--- config.mk ---
export PLATFORM = sky130hd
export DESIGN_NAME = gpio_shared_port
export DESIGN_NICKNAME = d
export VERILOG_FILES = /design/src/rtl/gpio_shared_port.sv
export SDC_FILE = /design/constraint.sdc
export NUM_CORES = 1
export LEC_CHECK = 0
export BUFFER_PORTS_ARGS = -buffer_cell sky130_fd_sc_hd__buf_4
export CAP_MARGIN = 5
export CORE_AREA = 5 5 60 62
export CTS_CLUSTER_DIAMETER = 100
export DETAILED_ROUTE_END_ITERATION = 12
export DIE_AREA = 0 0 65 67
export HOLD_SLACK_MARGIN = 0.02
export PLACE_DENSITY = 0.83
export SYNTH_ARGS = -nofsm -noshare
export SYNTH_HDL_FRONTEND = slang
export SYNTH_SLANG_ARGS = --single-unit
--- constraint.sdc ---
create_clock -name clk -period 2.05 [get_ports clk]
set_input_delay 0.1025 -clock clk [delete_from_list [all_inputs] [get_ports clk]]
set_output_delay 0.1025 -clock clk [all_outputs]
set_load 0.01 [all_outputs]
--- src/rtl/gpio_shared_port.sv ---
module gpio_shared_port #(
  parameter int WIDTH = 8,
  parameter logic [WIDTH-1:0] IMPL_MASK = 8'h7F
) (
  input  logic             clk,
  input  logic             rst_n,
  input  logic [1:0]       bus_addr,
  input  logic             bus_wr,
  input  logic [WIDTH-1:0] bus_wdata,
  output logic [WIDTH-1:0] bus_rdata,
  input  logic [WIDTH-1:0] pin_in,
  output logic [WIDTH-1:0] pin_oe,
  output logic [WIDTH-1:0] pin_out,
  input  logic [WIDTH-1:0] per_en,
  input  logic [WIDTH-1:0] per_oe,
  input  logic [WIDTH-1:0] per_dout,
  output logic [WIDTH-1:0] per_din
);
  localparam logic [1:0] A_DIR = 2'd0, A_LAT = 2'd1, A_PORT = 2'd2;

  logic [WIDTH-1:0] dir_q, lat_q, sync1_q, sync2_q;
  logic [WIDTH-1:0] owned;

  always_ff @(posedge clk) begin
    if (!rst_n) begin
      dir_q <= '1;
      lat_q <= '0;
    end else if (bus_wr) begin
      if (bus_addr == A_DIR) dir_q <= bus_wdata & IMPL_MASK;
      if (bus_addr == A_LAT || bus_addr == A_PORT) lat_q <= bus_wdata & IMPL_MASK;
    end
  end

  always_ff @(posedge clk) begin
    if (!rst_n) begin
      sync1_q <= '0;
      sync2_q <= '0;
    end else begin
      sync1_q <= pin_in;
      sync2_q <= sync1_q;
    end
  end

  assign owned   = per_en & per_oe;
  assign pin_oe  = IMPL_MASK & (owned | ~dir_q);
  assign pin_out = IMPL_MASK & ((owned & per_dout) | (~owned & lat_q));
  assign per_din = pin_in;

  always_comb begin
    case (bus_addr)
      A_DIR:   bus_rdata = dir_q & IMPL_MASK;
      A_LAT:   bus_rdata = lat_q & IMPL_MASK;
      A_PORT:  bus_rdata = sync2_q & IMPL_MASK;
      default: bus_rdata = '0;
    endcase
  end

  logic [1:0] warm_q;
  always_ff @(posedge clk) begin
    if (!rst_n) warm_q <= '0;
    else if (warm_q != 2'd3) warm_q <= warm_q + 2'd1;
  end

  assert_dir_write_R2: assert property (@(posedge clk) disable iff (!rst_n)
    (bus_wr && bus_addr == A_DIR) |=> (dir_q == ($past(bus_wdata) & IMPL_MASK)));

  assert_port_write_lands_R5: assert property (@(posedge clk) disable iff (!rst_n)
    (bus_wr && bus_addr == A_PORT) |=> (lat_q == ($past(bus_wdata) & IMPL_MASK)));

  assert_latch_holds_R11: assert property (@(posedge clk) disable iff (!rst_n)
    (!bus_wr || bus_addr == 2'd3) |=> $stable(lat_q) && $stable(dir_q));

  assert_sync_delay_R4: assert property (@(posedge clk) disable iff (!rst_n)
    (warm_q == 2'd3) |-> (sync2_q == $past(pin_in, 2)));

  assert_owner_drives_R6: assert property (@(posedge clk) disable iff (!rst_n)
    (((owned & IMPL_MASK) & ~pin_oe) == '0) &&
    (((owned & IMPL_MASK) & (pin_out ^ per_dout)) == '0));

  assert_unimpl_quiet_R9: assert property (@(posedge clk) disable iff (!rst_n)
    ((pin_oe | pin_out) & ~IMPL_MASK) == '0);
endmodule

==> flow_summary.yaml, run 1 <==
run_status:
  status: "finished clean"
yosys:
  synth.cell_area_mm2: 0.001355
  syn-instance-count: 139
  post-synth-top-area-cell: "dfxtp_1"
  syn-mean-instance-area_um2: 9.749
  synthArstFlopShare: 0
  synth_top_area_frac: 0.4137
  ys_types: 20
  ys_seq_area_frac: 0.4137
  yosys_warnings: 0
  ys.flop_type: "dfxtp_1"
  synth.area.top_cells: "dfxtp_1 41%, buf_4 6.1%, mux2_2 5.8%"
  synth_top_cells_by_count: "28 x dfxtp_1, 14 x nand2_1, 11 x buf_4"
  synth.most_common_cell: "dfxtp_1"
  ys_ff_latch: 28
  synth-edff-count: 0
die:
  rows: 20
  initial_utilization: 0.4550
  core_mm2: 0.002978
  fp.dieArea_mm2: 0.004355
  dieWidth_um: 65
  io_pins: 77
  fp.dieH_um: 67
power:
  netSwitchingPower_w: 0.0002999
  total_power_w: 0.001237
  p_int_w: 0.0009366
  p_leak_nw: 0.9327
  clkPwrFrac: 0.290
  combPwrFrac: 0.236
  vdd.ir_drop.worst_uv: 395.6
  p_per_area_mw_per_mm2: 636.4
  p_seq_frac: 0.474
  netSwitchingFraction: 0.2426
grt:
  overflow: 0
  grt_max_degree: 29
  grt_pass1_wl_um: 5713
  grt_usage: 0.1665
  grt_pass1_vias: 1321
  grt_antenna_before_repair: 0
timing:
  worstMarginPinSlew_ns: 0.6954
  skew_ns: 0.0006243
  fin_tns_setup_ns: 0
  setup-violations-final: 0
  slew_headroom: 0.5364
  fin_ws_ns: 0.5151
  rsz0062_at_grt: "no"
  hold_violations: 0
  slew_viol_final: 0
  min_period_ns: 1.535
  fmax_ghz: 0.6515
  post-route-period-util: 0.7487
  hold_slack_ns: 0.05820
worst_setup_path:
  path_buf_inv: 3
  cp_cell_sequence: "buf_4, inv_1, ha_1, a222oi_1, nor2_1, buf_4"
  crit_arrival_ns: 1.43
  worst-endpoint-required_ns: 1.95
  slowest_stage: "ha_1"
  regToRegEndpoint: "dir_q[1]"
  max_stage_delay_ns: 0.61
  end_kind: "output port"
  crit_cells: 6
  reg2reg_slack_ns: 1.13
  cp_common_cell: "buf_4"
  startpoint_type: "input port"
  cpLargestDelayFamily: "adder cells"
  reg2reg_depth: 2
  cp_max_fo: 21
  criticalPathCategory: "in -> out"
  rr_startpoint: "dir_q[1]"
clock_tree:
  clock_sinks: 28
  htree_num_levels: 1
  clk_pin_slew_ns: 0.14
  post-cts-setup-buffers: 0
  cts_buffers: 3
  cts_buffer_depth: 2
  clock_latency_ns: 0.33
  cts_tree: "done"
  cts-root-buf: "clkbuf_4"
  cts_resized: 0
detailed_routing:
  first_pass_iters: 5
  avgViaCountPerCell: 5.381
  antenna_left: 0
  wl_per_cell_um: 15.42
  routed_wirelength_um: 3686
  drt_iter0_markers: 112
  vias: 1286
  drc: 0
placement:
  hpwlAfterDp_um: 2611
  port_buffers: 67
  gp_congestion: 0.7612
  dp_slack_ns: 0.5283
cells_and_area:
  area_delta_synth_final_pct: 43.40
  final_layout_size_suffix_gt1_frac: 0.4369
  diodes: 0
  fill_cells: 224
  finalNetCount: 256
hold_path:
  holdCritStartpoint: "bus_wdata[1]"
  min_path_cells: 3
  hold_path_class: "in -> reg"
  holdPathEnd: "lat_q[1]"
job:
  max_cap_viol_count: 0
==> placed cells by master, fill, tap and decap left out, drive strengths merged, types with 13 or more instances in the layout <==
cell	synthesis	routed
buf	18	67
nand2	14	14
dfxtp	28	28
dlygate4sd3	0	13
and2	14	14
==> worst max path at each step <==
stage           startpoint           end  slack (ns)
3_5_place_dp   bus_addr[0]      dir_q[3]        0.53
4_1_cts        bus_addr[0]  bus_rdata[3]        0.55
5_1_grt        bus_addr[0]  bus_rdata[3]        0.39
3_3_place_gp   bus_addr[0]  bus_rdata[1]        0.62
2_1_floorplan  bus_addr[0]  bus_rdata[1]        1.02
6_report       bus_addr[0]  bus_rdata[3]        0.52
==> through the flow <==
stage | cells | utilization | cell area [µm²]
3_3_place_gp | 222 | 0.5912 | 1760
3_5_place_dp | 222 | 0.5912 | 1760
5_1_grt | 239 | 0.6525 | 1943
6_report | 239 | 0.6525 | 1943
4_1_cts | 239 | 0.6525 | 1943
2_1_floorplan | 141 | - | 1363
==> power groups by stage <==
stage                     sequential [W]  combinational, W  clock [W]
after floorplan                 0.000593          0.000153          0
after global placement          0.000596          0.000260          0
after detailed placement        0.000598          0.000270          0
after CTS                       0.000586          0.000291   0.000367
after global routing            0.000589          0.000316   0.000382
final                           0.000586          0.000292   0.000358
==> metal layers <==
| metal | GRT usage | part of all wire | wire length [µm] |
|---|---|---|---|
| met1 | 0.1699 | 0.35 | 1307 |
| met2 | 0.3308 | 0.57 | 2088 |
| met3 | 0.02192 | 0.055 | 202 |
| met4 | 0.07652 | 0.024 | 88 |
| met5 | 0 | 0 | 0 |
==> registers in the layout (all words and copies together) (netlist names) <==
| register | count |
|---|---|
| dir_q | 7 |
| lat_q | 7 |
| sync1_q | 7 |
| sync2_q | 7 |
==> final cells by class <==
class	count	area (µm²)	share of cell area
inverters	3	11.26	0.005795
repair buffers	80	633.1	0.3258
well taps	33	41.29	0.02125
clock buffers	3	22.52	0.01159
clock inverters	1	30.03	0.01545
flip-flops and latches	28	560.5	0.2885
multi-input cells	91	644.4	0.3316
==> tightest hold or removal path: cells and delay by family <==
family	cells	cell delay (ns)
compound gates	1	0.06
buf+inv	1	0.12
simple gates	1	0.07
==> kinds of logic after synthesis <==
group,after synthesis,share of synthesized area
AOI/OAI and AO/OA,35,0.2198
muxes,7,0.05817
other,1,0.002767
buffers and inverters,22,0.1163
and+or+nand+nor,42,0.1524
DFF,28,0.4137
adders and majority gates,4,0.03694
==> timing repair <==
item                                    4_1_cts  5_1_grt
hold endpoints to repair                     17        0
hold buffers                                 13        0
endpoints found under the setup margin        0        0
Power figures use the tool's default switching activity.
==> run 2, diff against run 1 <==
--- a/config.mk
+++ b/config.mk
@@ -7,12 +7,12 @@
 export LEC_CHECK = 0
 export BUFFER_PORTS_ARGS = -buffer_cell sky130_fd_sc_hd__buf_4
 export CAP_MARGIN = 5
-export CORE_AREA = 5 5 60 62
+export CORE_AREA = 5 5 65 67
 export CTS_CLUSTER_DIAMETER = 100
 export DETAILED_ROUTE_END_ITERATION = 12
-export DIE_AREA = 0 0 65 67
+export DIE_AREA = 0 0 70 72
 export HOLD_SLACK_MARGIN = 0.02
-export PLACE_DENSITY = 0.83
+export PLACE_DENSITY = 0.74
 export SYNTH_ARGS = -nofsm -noshare
 export SYNTH_HDL_FRONTEND = slang
 export SYNTH_SLANG_ARGS = --single-unit
==> constraint.sdc (replaced) <==
create_clock -name clk -period 1.35 [get_ports clk]
set_input_delay 0.0675 -clock clk [delete_from_list [all_inputs] [get_ports clk]]
set_output_delay 0.0675 -clock clk [all_outputs]
set_load 0.01 [all_outputs]
==> run 2 against run 1 <==
Net effect:
- hold slack worse by 0.018 ns
- clock power is 50% higher
- combinational power is 56% higher
- largest power group unchanged
- wire length is 7.9% lower
- register-to-register slack worse by 0.73 ns
- core utilization is 8.6 points lower
- highest routed layer is now met3
- first-iteration DRC count is 24% lower
==> flow_summary.yaml, run 2 (synthesized netlist as in run 1, its figures left out) <==
placement:
  dp_slack_ns: 0.1232
  placed_cell_area_mm2: 0.001814
  hpwlAfterDp_um: 2381
  gp_congestion: 0.7395
  port_buffers: 67
detailed_routing:
  wl_per_cell_um: 13.05
  antenna_left: 0
  routed_wirelength_um: 3393
  first_pass_iters: 5
  drt_iter0_markers: 85
  avgViaCountPerCell: 4.854
  vias: 1262
  drc: 0
cells_and_area:
  finalNetCount: 262
  final_layout_size_suffix_gt1_frac: 0.4717
  final_common_cell: "buf_4"
  final_cell_mix: "71 x buf_4, 23 x dfxtp_1, 14 x nand2_1, 14 x dlygate4sd3_1, 10 x and2_1"
  area_delta_synth_final_pct: 49.68
  multi_input_area_um2: 644.4
  fill_cells: 326
  diodes: 0
  final_util: 0.5668
  fin_area_mm2: 0.002028
  seqCellArea_um2: 566.8
timing:
  fin_ws_ns: 0.07399
  fmax_ghz: 0.7837
  setup-violations-final: 0
  skew_ns: 0.004824
  post-route-period-util: 0.9452
  rsz0062_at_grt: "yes"
  min_period_ns: 1.276
  slew_viol_final: 0
  hold_violations: 0
grt:
  grt_max_degree: 29
  grtUsageMet1: 0.1424
  grt_antenna_before_repair: 0
  grt_pass1_vias: 1265
  grt_pass1_wl_um: 5623
  busiest_layer: "met2"
  grtUsageMet2: 0.2655
  grt_usage: 0.1335
  met3_usage: 0.03878
  overflow: 0
worst_setup_path:
  cp_cell_sequence: "a222oi_1, nor2_1, buf_4"
  cpLargestDelayFamily: "flip-flops"
  criticalPathCategory: "reg -> out"
  max_stage_delay_ns: 0.35
  cp_max_fo: 2
  crit_arrival_ns: 1.21
  slowest_stage: "dfxtp_2"
  worst-endpoint-required_ns: 1.28
  path_buf_inv: 1
  end_kind: "output port"
  startpoint_type: "flop"
clock_tree:
  cts_tree: "done"
  clk_pin_slew_ns: 0.14
  clock_latency_ns: 0.32
  htree_num_levels: 1
  cts_buffers: 3
  cts_buffer_depth: 2
  clock_sinks: 28
  cts-root-buf: "clkbuf_4"
die:
  rows: 22
  fp.dieH_um: 72
  core_mm2: 0.003578
  dieWidth_um: 70
  initial_utilization: 0.3787
  fp.dieArea_mm2: 0.005040
  io_pins: 77
power:
  vdd.ir_drop.worst_uv: 709.3
  total_power_w: 0.001883
  p_per_area_mw_per_mm2: 928.5
  p_leak_nw: 0.9623
run_status:
  status: "finished clean"
hold_path:
  hold_path_class: "in -> reg"
job:
  max_cap_viol_count: 0
-- run 2: metrics by stage --
step / TNS, ns / std cells / hold slack [ns]
after floorplan: 0 / 141 / 0.1948
after global placement: 0 / 240 / 0.1351
after detailed placement: 0 / 240 / 0.1351
after CTS: 0 / 258 / 0.03403
after global routing: -0.1312 / 260 / 0.02237
final: 0 / 260 / 0.04044
-- run 2: worst register-to-register path, cell delays in order, from the launching register on --
cell      delay [ns]
dfxtp_2         0.35
buf_4           0.13
a21boi_0        0.11
a311o_1         0.27
-- run 2: report_power, final --
part	switching (W)	total, W	internal [W]
clock	0.000237	0.000537	0.000300
sequential	0.0000196	0.000890	0.000870
combinational	0.000189	0.000456	0.000267
total	0.000445	0.00188	0.00144
-- run 2: final cells by class --
type | instances | share of cell area
clock inverters | 1 | 0.01481
flip-flops and latches | 28 | 0.2795
repair buffers | 86 | 0.3418
multi-input cells | 91 | 0.3177
well taps | 48 | 0.02961
inverters | 3 | 0.005552
clock buffers | 3 | 0.01110
-- run 2: routing by layer --
layer	vias to the layer above	wire length, µm
met5	-	0
li1	626	-
met4	0	0
met2	52	1816
met1	584	1312
met3	0	264
-- run 2: what timing repair did --
item | in CTS | in global routing
gates resized for setup | 0 | 5
hold buffers | 14 | 0
hold endpoints to repair | 21 | 0
setup endpoints to repair | 0 | 5
buffers inserted | 0 | 2
-- run 2: final timing paths --
kind	startpoint	endpoint	slack [ns]	cells past startpoint
max reg2reg	dir_q[5]	dir_q[5]	0.40	3
max	dir_q[5]	bus_rdata[5]	0.07	3
min reg2reg	sync1_q[2]	sync2_q[2]	0.45	1
min	rst_n	sync1_q[5]	0.04	2
